[config.mk]
export PLATFORM = sky130hd
export DESIGN_NAME = dbi_spi_tx
export DESIGN_NICKNAME = d
export VERILOG_FILES = /design/src/rtl/dbi_tx_pkg.sv /design/src/rtl/dbi_tx_fifo.sv /design/src/rtl/dbi_tx_seq.sv /design/src/rtl/dbi_spi_tx.sv
export SDC_FILE = /design/constraint.sdc
export NUM_CORES = 1
export LEC_CHECK = 0
export BUFFER_PORTS_ARGS = -buffer_cell sky130_fd_sc_hd__buf_2
export CAP_MARGIN = 5
export CORE_UTILIZATION = 60
export DETAILED_ROUTE_END_ITERATION = 8
export HOLD_SLACK_MARGIN = 0.08
export PLACE_DENSITY = 0.79
export SETUP_SLACK_MARGIN = 0.4
export SKIP_LAST_GASP = 1
export SLEW_MARGIN = 20
export SYNTH_ARGS = -nofsm -noshare
export SYNTH_HDL_FRONTEND = slang
export SYNTH_SLANG_ARGS = --single-unit
export TNS_END_PERCENT = 10
[constraint.sdc]
create_clock -name clk -period 3.7 [get_ports clk]
set_clock_uncertainty 0.1 [all_clocks]
set_input_delay 0.74 -clock clk [delete_from_list [all_inputs] [get_ports clk]]
set_output_delay 0.74 -clock clk [all_outputs]
set_load 0.02 [all_outputs]
[src/rtl/dbi_tx_pkg.sv]
package dbi_tx_pkg;

    localparam int LEN_W = 18;

    typedef enum logic [1:0] {
        UNIT_BYTE = 2'd0,
        UNIT_HALF = 2'd1,
        UNIT_WORD = 2'd2
    } unit_e;

    typedef enum logic [1:0] {
        ST_IDLE,
        ST_FETCH,
        ST_SHIFT,
        ST_FINISH
    } seq_state_e;

    function automatic logic [7:0] rev8(input logic [7:0] b);
        logic [7:0] r;
        for (int i = 0; i < 8; i++) r[i] = b[7-i];
        return r;
    endfunction

    function automatic logic [31:0] reorder(input logic [31:0] w, input unit_e u, input logic en);
        logic [31:0] r;
        r = w;
        if (en) begin
            case (u)
                UNIT_HALF: r = {w[23:16], w[31:24], w[7:0], w[15:8]};
                UNIT_WORD: r = {w[7:0], w[15:8], w[23:16], w[31:24]};
                default:   r = w;
            endcase
        end
        return r;
    endfunction

    // Frame is left-aligned in 9 bits; bit 8 leaves first.
    function automatic logic [8:0] make_frame(input logic [7:0] b, input logic dcb,
                                              input logic lsb, input logic four);
        logic [7:0] bits;
        bits = lsb ? rev8(b) : b;
        return four ? {bits, 1'b0} : {dcb, bits};
    endfunction

endpackage

[src/rtl/dbi_tx_fifo.sv]
module dbi_tx_fifo #(
    parameter int DEPTH = 8,
    parameter int W     = 32,
    localparam int PW   = $clog2(DEPTH),
    localparam int CW   = PW + 1
) (
    input  logic          clk,
    input  logic          rst_n,
    input  logic          wr_en,
    input  logic [W-1:0]  wr_data,
    input  logic          rd_en,
    output logic [W-1:0]  rd_data,
    input  logic [CW-1:0] thr,
    input  logic          ovf_clr,
    output logic          full,
    output logic          empty,
    output logic          at_thr,
    output logic          ovf
);

    typedef struct packed {
        logic [DEPTH-1:0][W-1:0] mem;
        logic [PW-1:0]           rp;
        logic [PW-1:0]           wp;
        logic [CW-1:0]           cnt;
        logic                    ovf;
    } fifo_t;

    fifo_t q, d;
    logic  push, pop;

    assign full    = (q.cnt == CW'(DEPTH));
    assign empty   = (q.cnt == '0);
    assign at_thr  = (q.cnt <= thr);
    assign ovf     = q.ovf;
    assign rd_data = q.mem[q.rp];

    always_comb begin
        d    = q;
        push = wr_en && !full;
        pop  = rd_en && !empty;
        if (push) begin
            d.mem[q.wp] = wr_data;
            d.wp        = q.wp + PW'(1);
        end
        if (pop) d.rp = q.rp + PW'(1);
        case ({push, pop})
            2'b10:   d.cnt = q.cnt + CW'(1);
            2'b01:   d.cnt = q.cnt - CW'(1);
            default: d.cnt = q.cnt;
        endcase
        if (wr_en && full)  d.ovf = 1'b1;
        else if (ovf_clr)   d.ovf = 1'b0;
    end

    always_ff @(posedge clk or negedge rst_n) begin
        if (!rst_n) q <= '0;
        else        q <= d;
    end

    a_r10_level_bound: assert property (@(posedge clk) disable iff (!rst_n)
        q.cnt <= CW'(DEPTH));
    a_r10_drop_sets_ovf: assert property (@(posedge clk) disable iff (!rst_n)
        (wr_en && full) |=> ovf);
    a_r10_ovf_sticky: assert property (@(posedge clk) disable iff (!rst_n)
        (ovf && !ovf_clr) |=> ovf);
    a_r10_full_holds_level: assert property (@(posedge clk) disable iff (!rst_n)
        (full && wr_en && !rd_en) |=> full);

endmodule

[src/rtl/dbi_tx_seq.sv]
module dbi_tx_seq
    import dbi_tx_pkg::*;
#(
    parameter int CLK_DIV = 2,
    localparam int DW     = $clog2(CLK_DIV + 1),
    localparam int REM_W  = LEN_W + 1
) (
    input  logic        clk,
    input  logic        rst_n,
    input  logic        cfg_cpol,
    input  logic        cfg_cpha,
    input  logic        cfg_lsb_first,
    input  logic        cfg_four_wire,
    input  logic        cfg_swap,
    input  logic        fifo_empty,
    input  logic [31:0] fifo_data,
    output logic        fifo_pop,
    output logic        sclk,
    output logic        mosi,
    output logic        cs_n,
    output logic        dc,
    output logic        cmd_done
);

    typedef struct packed {
        seq_state_e       state;
        logic             dc_flag;
        unit_e            unit;
        logic             irq;
        logic [REM_W-1:0] remain;
        logic [31:0]      word;
        logic [1:0]       bidx;
        logic [8:0]       shreg;
        logic [3:0]       bitcnt;
        logic             half;
        logic [DW-1:0]    divcnt;
        logic             sclk;
        logic             mosi;
        logic             cs_n;
        logic             dc_o;
        logic             done;
    } seq_t;

    seq_t        q, d;
    logic [3:0]  nbits;
    logic [31:0] sw;
    logic [7:0]  next_byte;

    assign sclk     = q.sclk;
    assign mosi     = q.mosi;
    assign cs_n     = q.cs_n;
    assign dc       = q.dc_o;
    assign cmd_done = q.done;

    always_comb begin
        d         = q;
        d.done    = 1'b0;
        fifo_pop  = 1'b0;
        nbits     = cfg_four_wire ? 4'd8 : 4'd9;
        sw        = reorder(fifo_data, q.unit, cfg_swap);
        next_byte = 8'(q.word >> {q.bidx + 2'd1, 3'b000});
        case (q.state)
            ST_IDLE: begin
                if (!fifo_empty) begin
                    fifo_pop = 1'b1;
                    if (fifo_data[31]) begin
                        d.dc_flag = fifo_data[30];
                        d.irq     = fifo_data[29];
                        d.unit    = unit_e'(fifo_data[28:27]);
                        d.remain  = {1'b0, fifo_data[LEN_W-1:0]} + REM_W'(1);
                        d.dc_o    = cfg_four_wire & fifo_data[30];
                        d.state   = ST_FETCH;
                    end
                end
            end
            ST_FETCH: begin
                if (!fifo_empty) begin
                    fifo_pop = 1'b1;
                    d.word   = sw;
                    d.bidx   = 2'd0;
                    d.shreg  = make_frame(sw[7:0], q.dc_flag, cfg_lsb_first, cfg_four_wire);
                    d.bitcnt = 4'd0;
                    d.half   = 1'b0;
                    d.divcnt = '0;
                    d.cs_n   = 1'b0;
                    d.state  = ST_SHIFT;
                end
            end
            ST_SHIFT: begin
                if (q.divcnt == DW'(CLK_DIV - 1)) begin
                    d.divcnt = '0;
                    if (!q.half) begin
                        d.half = 1'b1;
                    end else begin
                        d.half = 1'b0;
                        if (q.bitcnt == nbits - 4'd1) begin
                            d.remain = q.remain - REM_W'(1);
                            d.bitcnt = 4'd0;
                            if (q.remain == REM_W'(1)) begin
                                d.cs_n  = 1'b1;
                                d.state = ST_FINISH;
                            end else if (q.bidx == 2'd3) begin
                                d.state = ST_FETCH;
                            end else begin
                                d.bidx  = q.bidx + 2'd1;
                                d.shreg = make_frame(next_byte, q.dc_flag, cfg_lsb_first, cfg_four_wire);
                            end
                        end else begin
                            d.bitcnt = q.bitcnt + 4'd1;
                            d.shreg  = {q.shreg[7:0], 1'b0};
                        end
                    end
                end else begin
                    d.divcnt = q.divcnt + DW'(1);
                end
            end
            ST_FINISH: begin
                d.done  = q.irq;
                d.state = ST_IDLE;
            end
            default: d.state = ST_IDLE;
        endcase
        d.sclk = (d.state == ST_SHIFT) ? (cfg_cpol ^ d.half ^ cfg_cpha) : cfg_cpol;
        d.mosi = d.shreg[8];
    end

    always_ff @(posedge clk or negedge rst_n) begin
        if (!rst_n) begin
            q      <= '0;
            q.cs_n <= 1'b1;
        end else begin
            q <= d;
        end
    end

    a_r8_done_single: assert property (@(posedge clk) disable iff (!rst_n)
        cmd_done |=> !cmd_done);
    a_r8_done_after_release: assert property (@(posedge clk) disable iff (!rst_n)
        cmd_done |-> (cs_n && $past(cs_n)));
    a_r6_dc_steady: assert property (@(posedge clk) disable iff (!rst_n)
        (!cs_n && $past(!cs_n)) |-> $stable(dc));
    a_r10_no_pop_when_empty: assert property (@(posedge clk) disable iff (!rst_n)
        fifo_pop |-> !fifo_empty);
    a_r7_cs_low_while_shifting: assert property (@(posedge clk) disable iff (!rst_n)
        (q.state == ST_SHIFT) |-> !cs_n);

endmodule

[src/rtl/dbi_spi_tx.sv]
module dbi_spi_tx #(
    parameter int  FIFO_DEPTH = 8,
    parameter int  CLK_DIV    = 2,
    localparam int CNT_W      = $clog2(FIFO_DEPTH) + 1
) (
    input  logic             clk,
    input  logic             rst_n,
    input  logic             wr_en,
    input  logic [31:0]      wr_data,
    input  logic [CNT_W-1:0] fifo_thr,
    input  logic             ovf_clr,
    input  logic             cfg_cpol,
    input  logic             cfg_cpha,
    input  logic             cfg_lsb_first,
    input  logic             cfg_four_wire,
    input  logic             cfg_swap,
    output logic             fifo_full,
    output logic             fifo_empty,
    output logic             fifo_thresh,
    output logic             fifo_ovf,
    output logic             sclk,
    output logic             mosi,
    output logic             cs_n,
    output logic             dc,
    output logic             cmd_done
);

    logic        pop;
    logic [31:0] head;

    dbi_tx_fifo #(.DEPTH(FIFO_DEPTH), .W(32)) u_fifo (
        .clk     (clk),
        .rst_n   (rst_n),
        .wr_en   (wr_en),
        .wr_data (wr_data),
        .rd_en   (pop),
        .rd_data (head),
        .thr     (fifo_thr),
        .ovf_clr (ovf_clr),
        .full    (fifo_full),
        .empty   (fifo_empty),
        .at_thr  (fifo_thresh),
        .ovf     (fifo_ovf)
    );

    dbi_tx_seq #(.CLK_DIV(CLK_DIV)) u_seq (
        .clk           (clk),
        .rst_n         (rst_n),
        .cfg_cpol      (cfg_cpol),
        .cfg_cpha      (cfg_cpha),
        .cfg_lsb_first (cfg_lsb_first),
        .cfg_four_wire (cfg_four_wire),
        .cfg_swap      (cfg_swap),
        .fifo_empty    (fifo_empty),
        .fifo_data     (head),
        .fifo_pop      (pop),
        .sclk          (sclk),
        .mosi          (mosi),
        .cs_n          (cs_n),
        .dc            (dc),
        .cmd_done      (cmd_done)
    );

endmodule

## After elaboration in Yosys (flattened, before gate mapping)

Cells that the tools add are included.

- Reduce and logical (&&, ||, !) cells: 21
- $add $sub $neg: 10
- $lt $le $gt $ge: 4
- Shift-type cells: 1
- Mux-type cells: 48
- Bitwise logic cells: 4
- Equality and inequality tests: 24

Operators with widths:

| operator | count |
|---|---|
| $bwmux W256 | 1 |
| $bmux W32 S3 | 1 |
| $demux W32 S3 | 1 |
| $mux W32 | 3 |
| $pmux W32 S2 | 1 |
| $mux W19 | 3 |
| $mux W25 | 2 |
| $pmux W19 S2 | 1 |
| $pmux W18 S2 | 1 |
| $shr A32 B5 Y8 | 1 |
| $mux W11 | 2 |
| $add A18 B1 Y19 const B | 1 |
| $eq A19 B1 Y1 const B | 1 |
| $sub A19 B1 Y19 const B | 1 |
| $mux W18 | 1 |
| $mux W9 | 2 |
| $reduce_and A6 Y1 | 3 |
| $mux W16 | 1 |
| $mux W2 | 8 |
| $mux W8 | 2 |
| $mux W15 | 1 |
| $mux W1 | 13 |
| $mux W13 | 1 |
| $eq A2 B2 Y1 const B | 6 |
| other kinds (29) | 54 |

- Register bits after elaboration: 346
- Word-level logic and storage cells: 140
- Input port bits: 45
- Output and inout port bits: 9

## Longest topological paths before layout

Gate-level depths: netlist of run 1.

- Depth after elaboration: 13
- Depth in mapped cells: 13
- Mapped depth without buffers: 11

## Cells and area by module

A second synthesis of run 1 with hierarchy kept.

- Cells, all modules: 1330
- Area, all modules: 17918.4 sq um

Modules (own cells, without submodules):

| module | area an instance (sq um) | seq. area each (sq um) | times used | cells an instance |
|---|---|---|---|---|
| dbi_tx_fifo | 12400.6 | 6681.4 | 1 | 730 |
| dbi_tx_seq | 5517.8 | 1978.1 | 1 | 600 |

## Worst setup path before layout of run 1

OpenSTA, ideal clock, no wires.

- Path type: register -> register
- Start point: register u_fifo.q[2] in the netlist's numbering
- End point: register u_fifo.q[4] in the netlist's numbering
- Stages on the path, launching flop included: 12
- Required time: 3475 ps
- Path slack: 652 ps
- Period minus slack after synthesis: 3048 ps
- Arrival time: 2823 ps
- Path buffers: 1
- Setup time: 125 ps
- Cell sequence: dfrtp_1 -> nor4b_1 -> nor2b_1 -> clkbuf_1 -> clkinv_1 -> ha_1 -> ha_1 -> a21o_1 -> a21oi_1 -> xnor2_1 -> nor2_1 -> xor2_1

- Elaborated cells between the ends (all ways): 14
- Classes of those cells: add/sub: 2; eq/ne: 3; mux: 3; reduce/logical: 6

RTL lines:

| element | line | source |
|---|---|---|
| start, declared | dbi_tx_fifo.sv:29 | `fifo_t q, d;` |
| $eq A4 B4 Y1 (*) | dbi_tx_fifo.sv:32 | `assign full = (q.cnt == CW'(DEPTH));` |
| net fifo_full | dbi_spi_tx.sv:17 | `output logic fifo_full,` |
| $logic_not A1 Y1 (*) | dbi_tx_fifo.sv:40 | `push = wr_en && !full;` |
| $logic_and A1 B1 Y1 (*) | dbi_tx_fifo.sv:40 |  |
| $eq A2 B1 Y1 or $eq A2 B2 Y1 (tied branches) | dbi_tx_fifo.sv:47 | `case ({push, pop})` |
| $pmux W4 S2 or $reduce_bool A2 Y1 (tied branches) | - |  |

Mark *: on every way through the listed nets, which the timed path passes. The rest lies on a longest branch.
A chain may end at the register's enable or synchronous reset.

## Worst setup path in the final report of run 1

- Start point: register u_seq.q[79] in the netlist's numbering
- End point: register u_fifo.q[4] in the netlist's numbering

- Word-level cells in the longest chain between the ends: 6
- Elaborated cells between the ends (all ways): 9
- Classes of those cells: eq/ne: 3; mux: 2; reduce/logical: 4

RTL lines:

| element | line | source |
|---|---|---|
| start, declared | dbi_tx_seq.sv:44 | `seq_t q, d;` |
| $eq A2 B1 Y1 or $logic_not A2 Y1 (tied branches) | dbi_tx_seq.sv:62 | `case (q.state)` |
| $reduce_or A2 Y1 (no source line) (*) | - |  |
| $mux W1 (*) | - |  |
| $logic_and A1 B1 Y1 (*) | dbi_tx_fifo.sv:41 | `pop = rd_en && !empty;` |
| net u_fifo.pop | dbi_tx_fifo.sv:30 | `logic push, pop;` |
| $eq A2 B1 Y1 or $eq A2 B2 Y1 (tied branches) | dbi_tx_fifo.sv:47 |  |
| $pmux W4 S2 or $reduce_bool A2 Y1 (tied branches) | - |  |

Marks and branches as above.

==> impl_results.rst, run 1 <==
.. list-table::
   :header-rows: 1

   * - Metric
     - Value
   * - First-pass iteration count of the detailed router
     - 5
   * - Post-detailed-routing wire length
     - between 40000 and 50000 um
   * - Vias in the first global route
     - 12290
   * - Buffers & Inverters on Critical Path
     - 2
   * - Starting density of the core
     - between 60% and 70%
   * - Slowest Stage Delay on Critical Path
     - between 600 and 700 ps
   * - Register-to-Register Setup Slack
     - ~510 ps
   * - CTS Root Buffer Type
     - sky130_fd_sc_hd__clkbuf_16
   * - Post-synthesis xor/xnor area fraction
     - approximately 1.3%
   * - Internal cell power
     - roughly 12 mW
   * - Worst slew pin tran
     - between 900 and 1000 ps
   * - Combinational family with the most area after synthesis
     - multiplexers
   * - Final Setup Violations
     - 0
   * - Die footprint
     - 29770 sq um
   * - RR Startpoint
     - u_seq.q[79]$_DFF_PN0_
   * - Static leakage
     - approximately 8.3 nW
   * - Crit end category
     - flop
   * - Gpl congestion
     - between 0.9 and 1
   * - Data required time of the critical path
     - 4010 ps
   * - R2R cell count
     - 11
   * - Sum of overflow across all layers after global routing
     - 0
   * - Synthesis warning total
     - 0
   * - Synthesized instance count
     - ~1400
   * - Critical-path maximum fanout
     - 9
   * - Unrepaired setup endpoints after global routing
     - true
   * - Post-route non-filler standard cell count
     - approximately 1900
   * - Top FF cell, synth
     - sky130_fd_sc_hd__dfrtp_1
   * - Post-Synthesis Net Count
     - between 1000 and 1500
   * - Power share of the clock group
     - 18.6%
   * - Final min period
     - 3192 ps
   * - Leading cell type in the layout, fill and taps excluded
     - sky130_fd_sc_hd__dfrtp_1
   * - Count of distinct cell types in the synthesized netlist
     - 77
   * - Detailed Place HPWL
     - 27140 um
   * - Count of antenna diodes in the layout
     - 0
   * - Critical Path Source
     - u_seq.q[79]$_DFF_PN0_
   * - Simple-gate share of the synthesized area
     - under 10%
   * - Post-Syn Area per Cell
     - between 10 and 15 sq um
   * - Antenna violations before repair
     - 0
   * - I/O pin count
     - 54
   * - Die width
     - between 150 and 200 um
   * - Global-route wire length before repair
     - roughly 68000 um
   * - CORE AREA
     - around 29000 sq um
   * - Total Neg Setup Slack
     - 0 ps
   * - Share of total power consumed by net switching
     - roughly two fifths
   * - Net switching power of the design
     - between 7 and 8 mW
   * - Count of flip-flops with a built-in enable after synthesis
     - 0
   * - Async set-reset flop share out of synthesis
     - between 90% and 100%
   * - Mux contribution to synthesized area
     - approximately 28%
   * - Remaining routing DRC violations
     - 0
   * - Insertion delay to the later sink of the worst-skew pair
     - 530 ps
   * - Type of origin of the critical path
     - flop
   * - Die height
     - approximately 170 um
   * - Highest clock rate
     - about 310 MHz
   * - Pin count of the biggest net entering global routing
     - 87
   * - Power density over the cells
     - ~1000 nW/um^2
   * - Number of placement rows
     - 62
   * - CTS buffer count
     - 38
   * - Tcrit/Tclk final
     - between 80% and 90%
   * - Worst-path cell chain
     - inv_1, ha_1, inv_1, a21oi_1, ha_1, ha_1, a21o_1, a21oi_1, xnor2_1, nor2_1, xor2_1
   * - Final Hold Vio Count
     - 0
   * - Area overhead of the layout relative to synthesis
     - 12.11%
   * - Class of the worst hold path
     - in -> async
   * - Clock-pin slew on the worst setup and hold paths
     - roughly 60 ps
   * - Worst Path Arrival
     - 3500 ps
   * - FF-to-FF End
     - u_fifo.q[4]$_DFFE_PN0P_
   * - Slew HR
     - 33.60%
   * - Final standard cell utilization of the core
     - 68.35%
   * - Crit Path Category
     - reg -> reg
   * - Number of DRC violations after detailed-routing iteration 0
     - slightly above 1000
   * - Number of max-slew violations in the final report
     - 0
   * - Detail-routed via count per cell
     - between 6 and 7
   * - Fraction of power consumed by sequential logic
     - between 30% and 40%
   * - Outcome
     - completed
   * - Total area of multi-input combinational cells
     - 8333 sq um
   * - Slowest CP cell
     - sky130_fd_sc_hd__a21oi_1
   * - Post-synthesis compound-gate area fraction
     - 8.919%
   * - Fraction of final layout cells with drive strength greater than 1
     - a little under two fifths
   * - Number of filler cells placed in the layout
     - 1969
   * - Leading cell types in the layout, fill and taps excluded
     - sky130_fd_sc_hd__dfrtp_1 (342), sky130_fd_sc_hd__mux2_2 (286), sky130_fd_sc_hd__nand2_1 (126), sky130_fd_sc_hd__o21ai_0 (89), sky130_fd_sc_hd__mux4_2 (64)
   * - Arithmetic-cell share of the synthesized area counting full adders, half adders and majority gates
     - about 1.5%
   * - CP most frequent cell
     - sky130_fd_sc_hd__ha_1
   * - Clock Sink Count
     - between 300 and 400
   * - Largest vdd supply drop
     - 565.1 uV
   * - DRT antenna net count
     - 0
   * - Depth of the CTS H-tree
     - 2
   * - Number of nets at the end of the flow
     - 1504
   * - Count of buffers from port buffering
     - 53
   * - Buffers from clock root to sink, at most
     - 3
   * - Number of max-cap violations
     - 0
   * - Total via count in the routed design
     - between 10000 and 15000
   * - Sequential share of the synthesized area
     - about half
   * - CTS tree
     - done
   * - Combinational share of power
     - 46.8%
   * - Sequential cell area
     - ~8700 sq um
   * - Cell family with most CP delay
     - compound AO/OA/AOI/OAI gates
   * - Average wire per standard cell
     - about 23 um
   * - Summed instance area of the synthesized netlist
     - ~17000 sq um
   * - Number of placed instances, taps included
     - around 1800
   * - Overall fraction of global-route tracks in use
     - a little under 30%
   * - Number of synthesized register bits
     - approximately 350
## synthesized netlist by cell type (all sizes together) (8+ instances only)
master	instances	area, sq um
mux2i	19	190.2
inv	24	90.09
ha	20	250.2
a22o	9	78.83
o21ai	89	445.4
xor2	10	87.58
nor3	13	65.06
a211oi	9	67.56
buf	30	181.4
xnor2	16	140.1
a221oi	8	70.07
nand2	128	480.5
mux4	64	1441
nand3	18	90.09
a221o	33	331.6
dfrtp	345	8633
clkbuf	59	224.0
and2	14	90.08
a21oi	21	105.1
or3	9	70.06
or4	9	81.33
mux2	286	3221
a31oi	10	62.56
nor2	41	153.9
## metrics by stage
step,hold slack [ps],power (mW),setup slack [ps],cell area (sq um)
5_1_grt,194.0,21.19,330.0,19560
6_report,150.3,20.08,507.7,19560
3_5_place_dp,364.7,16.11,385.4,18280
3_3_place_gp,359.4,15.72,421.6,18280
2_1_floorplan,341.0,13.25,651.9,17450
4_1_cts,155.8,20.00,423.8,19530
## what timing repair did
item                                    in CTS  in global routing
hold buffers                                 0                  0
endpoints found under the setup margin       1                 20
gates resized for setup                      1                  2
cloned                                       0                  0
buffers inserted                             0                  1
## state kept, by name (all words and copies together), names as in the netlist
name / count
u_fifo.ovf: 1
u_seq.q: 75
u_seq.dc: 1
u_seq.cs_n: 1
u_seq.cmd_done: 1
u_seq.sclk: 1
u_fifo.q: 266
## metal layers
metal  vias to the layer above  wire [um]  global-route usage (%)
li1                       5282          -                       -
met1                      6162      17960                   39.78
met2                       434      20390                   47.18
met3                       101       2563                   4.925
met4                         0       1340                   10.08
met5                         -          0                       0
## cells by family (layout without fill, tap and decap cells)
| kind of cell | Yosys count | in the layout |
|---|---|---|
| DFF | 346 | 346 |
| muxes | 369 | 369 |
| xor gates and xnor gates | 26 | 26 |
| and+or+nand+nor | 281 | 281 |
| AOI/OAI and AO/OA | 228 | 228 |
| adders and majority gates | 21 | 21 |
| buffers and inverters | 115 | 195 |
## worst max-delay path by stage
stage,to,slack (ps),cells past startpoint
floorplan,u_fifo.q[4]$_DFFE_PN0P_,650,11
global placement,u_seq.q[17]$_DFFE_PN0P_,420,8
detailed placement,u_seq.q[17]$_DFFE_PN0P_,390,8
CTS,u_seq.q[15]$_DFFE_PN0P_,420,8
global route,u_fifo.q[4]$_DFFE_PN0P_,330,11
finish,u_fifo.q[4]$_DFFE_PN0P_,510,11
## layout make-up
type | count | share of cell area [%]
sequential | 346 | 44.31
multi-input combinational | 925 | 42.59
clock buffer | 59 | 5.884
timing repair buffer | 101 | 3.786
tap | 384 | 2.456
inverter | 26 | 0.4988
clock inverter | 9 | 0.4733
## power groups by stage
stage / Sequential [mW] / Combinational, mW / Clock, mW
finish: 6.95 / 9.39 / 3.74
global route: 7.18 / 10.1 / 3.94
CTS: 6.95 / 9.25 / 3.81
detailed placement: 6.97 / 9.14 / 0
global placement: 6.84 / 8.89 / 0
floorplan: 6.40 / 6.85 / 0
No activity file was read; power rests on OpenSTA's default activity.
==> run 2, diff against run 1 <==
==> constraint.sdc (replaced) <==
create_clock -name clk -period 3.7 [get_ports clk]
set_clock_uncertainty 0.1 [all_clocks]
set_input_delay 0.74 -clock clk [delete_from_list [all_inputs] [get_ports clk]]
set_output_delay 0.74 -clock clk [all_outputs]
set_load 0.05 [all_outputs]
==> impl_results.rst, run 2 (synthesis results as in run 1) <==
.. list-table::
   :header-rows: 1

   * - Metric
     - Value
   * - Crit end category
     - flop
   * - Global-route wire length before repair
     - between 60000 and 70000 um
   * - Area overhead of the layout relative to synthesis
     - 12.50%
   * - DRT antenna net count
     - 0
   * - Leading cell types in the layout, fill and taps excluded
     - sky130_fd_sc_hd__dfrtp_1 (342), sky130_fd_sc_hd__mux2_2 (286), sky130_fd_sc_hd__nand2_1 (126), sky130_fd_sc_hd__o21ai_0 (89), sky130_fd_sc_hd__mux4_2 (64)
   * - Die height
     - ~170 um
   * - Remaining routing DRC violations
     - 0
   * - Highest clock rate
     - 314.3 MHz
   * - CORE AREA
     - between 20000 and 30000 sq um
   * - Share of total power consumed by net switching
     - about two fifths
   * - Number of nets at the end of the flow
     - 1504
   * - Clock-pin slew on the worst setup and hold paths
     - around 60 ps
   * - Number of placement rows
     - 62
   * - Tightest hold margin
     - between 70 and 80 ps
   * - Number of max-slew violations in the final report
     - 0
   * - Outcome
     - completed
   * - Die width
     - about 170 um
   * - Combinational share of power
     - about 47%
   * - Largest vdd supply drop
     - 524.5 uV
   * - I/O pin count
     - 54
   * - Largest register FFs
     - ~270
   * - Count of buffers from port buffering
     - 53
   * - Gpl congestion
     - 0.9174
   * - Fraction of final layout cells with drive strength greater than 1
     - a little under two fifths
   * - Final Hold Vio Count
     - 0
   * - Class of the worst hold path
     - in -> async
   * - Vias in the first global route
     - roughly 12000
   * - Unrepaired setup endpoints after global routing
     - true
   * - Leading cell type in the layout, fill and taps excluded
     - sky130_fd_sc_hd__dfrtp_1
   * - Overall fraction of global-route tracks in use
     - 29.02%
   * - CTS Root Buffer Type
     - sky130_fd_sc_hd__clkbuf_16
   * - Total via count in the routed design
     - 12020
   * - CTS buffer count
     - 38
   * - Average wire per standard cell
     - 22.74 um
   * - Depth of the CTS H-tree
     - 2
   * - Total Neg Setup Slack
     - 0 ps
   * - Number of DRC violations after detailed-routing iteration 0
     - roughly 1100
   * - Antenna violations before repair
     - 3
   * - Critical-path maximum fanout
     - 25
   * - Detail-routed via count per cell
     - approximately 6.5
   * - Data required time of the critical path
     - ~4000 ps
   * - Pin count of the biggest net entering global routing
     - approximately 80
   * - Buffers from clock root to sink, at most
     - 3
   * - Largest registers
     - u_fifo.q: 266 flops, u_seq.q: 75 flops
   * - Die footprint
     - 29770 sq um
   * - Post-detailed-routing wire length
     - roughly 42000 um
   * - Type of origin of the critical path
     - flop
   * - Internal cell power
     - 12.61 mW
   * - Power density over the cells
     - between 1000 and 1500 nW/um^2
   * - Detailed Place HPWL
     - about 27000 um
   * - Power share of the clock group
     - about a fifth
   * - Worst Path Arrival
     - 3480 ps
   * - Net switching power of the design
     - slightly below 8 mW
   * - Reg with most FFs
     - u_fifo.q
   * - Crit Path Category
     - reg -> reg
   * - CTS tree
     - done
   * - Starting density of the core
     - about three fifths
   * - Fraction of power consumed by sequential logic
     - between 30% and 40%
   * - Number of max-cap violations
     - 0
   * - Worst slew pin tran
     - around 900 ps
   * - Insertion delay to the later sink of the worst-skew pair
     - 540 ps
   * - Slew HR
     - roughly two fifths
   * - Number of buffers inserted to repair setup after CTS
     - 0
   * - Final min period
     - about 3200 ps
   * - Sum of overflow across all layers after global routing
     - 0
   * - Tcrit/Tclk final
     - between 80% and 90%
   * - First-pass iteration count of the detailed router
     - 6
   * - Clock Sink Count
     - around 350
   * - Static leakage
     - ~8.4 nW
   * - Final Setup Violations
     - 0
==> run 2: layout make-up <==
| cell class | instances | area, sq um |
|---|---|---|
| Clock inverter | 12 | 203.9 |
| Multi-Input combinational cell | 925 | 8341 |
| Clock buffer | 56 | 1119 |
| Tap cell | 384 | 480.5 |
| Antenna cell | 1 | 2.502 |
| Inverter | 26 | 97.59 |
| Sequential cell | 346 | 8666 |
| Timing Repair Buffer | 101 | 723.2 |
| Fill cell | 1929 | 8992 |
==> run 2: worst max-delay path, cell delays in order (launching register included) <==
cell and delay [ps]:
sky130_fd_sc_hd__dfrtp_4 540, sky130_fd_sc_hd__buf_4 380, sky130_fd_sc_hd__mux4_2 540, sky130_fd_sc_hd__mux2_2 320
sky130_fd_sc_hd__buf_4 170, sky130_fd_sc_hd__and2_1 150, sky130_fd_sc_hd__a211oi_1 280, sky130_fd_sc_hd__buf_4 200
sky130_fd_sc_hd__nor2_1 40, sky130_fd_sc_hd__o21ai_0 190, sky130_fd_sc_hd__a31oi_1 110
==> run 2: metrics by stage <==
step / cell area (sq um) / total power [mW] / utilization (%) / std cells / setup WS (ps)
3_3_place_gp: 18300 / 15.84 / 63.91 / 1782 / 438.6
5_1_grt: 19630 / 21.49 / 68.58 / 1850 / 336.6
3_5_place_dp: 18300 / 16.25 / 63.91 / 1782 / 329.4
2_1_floorplan: 17460 / 13.34 / - / 1386 / 515.7
4_1_cts: 19620 / 20.30 / 68.53 / 1850 / 423.7
6_report: 19630 / 20.41 / 68.59 / 1851 / 518.5
==> run 2: final timing paths <==
path | from | to | slack [ps] | cells past startpoint
setup / recovery | u_fifo.q[9]$_DFFE_PN0P_ | u_seq.q[16]$_DFFE_PN0P_ | 520 | 10
hold / removal | rst_n | u_fifo.q[98]$_DFFE_PN0P_ | 70 | 1
setup reg to reg | u_fifo.q[9]$_DFFE_PN0P_ | u_seq.q[16]$_DFFE_PN0P_ | 520 | 10
hold reg to reg | u_seq.q[44]$_DFFE_PN0P_ | u_seq.q[44]$_DFFE_PN0P_ | 370 | 2
max in group asynchronous | rst_n | u_seq.cs_n$_DFFE_PN1P_ | 2530 | 2
min in group clk | cfg_cpol | u_seq.sclk$_DFF_PN0_ | 310 | 2
==> run 2: repair_timing <==
item                       in CTS  in global routing
setup endpoints to repair       0                 17
hold buffers                    0                  0
resized for setup               0                  2
==> run 2: power by group through the flow <==
stage / clock (mW) / sequential, mW / combinational, mW
after floorplan: 0 / 6.44 / 6.89
after global placement: 0 / 6.75 / 9.10
after detailed placement: 0 / 6.89 / 9.36
after CTS: 4.00 / 6.85 / 9.45
after global routing: 4.15 / 7.10 / 10.2
final: 3.95 / 6.89 / 9.57
==> run 2: per-layer routing <==
layer  global-route usage [%]  vias to the layer above  wire length, um
met5                        0                        -               31
met4                    12.05                        4             1689
met3                    5.651                      119             2964
met2                    45.73                      452            19810
met1                    39.74                     6148            17590
li1                         -                     5299                -
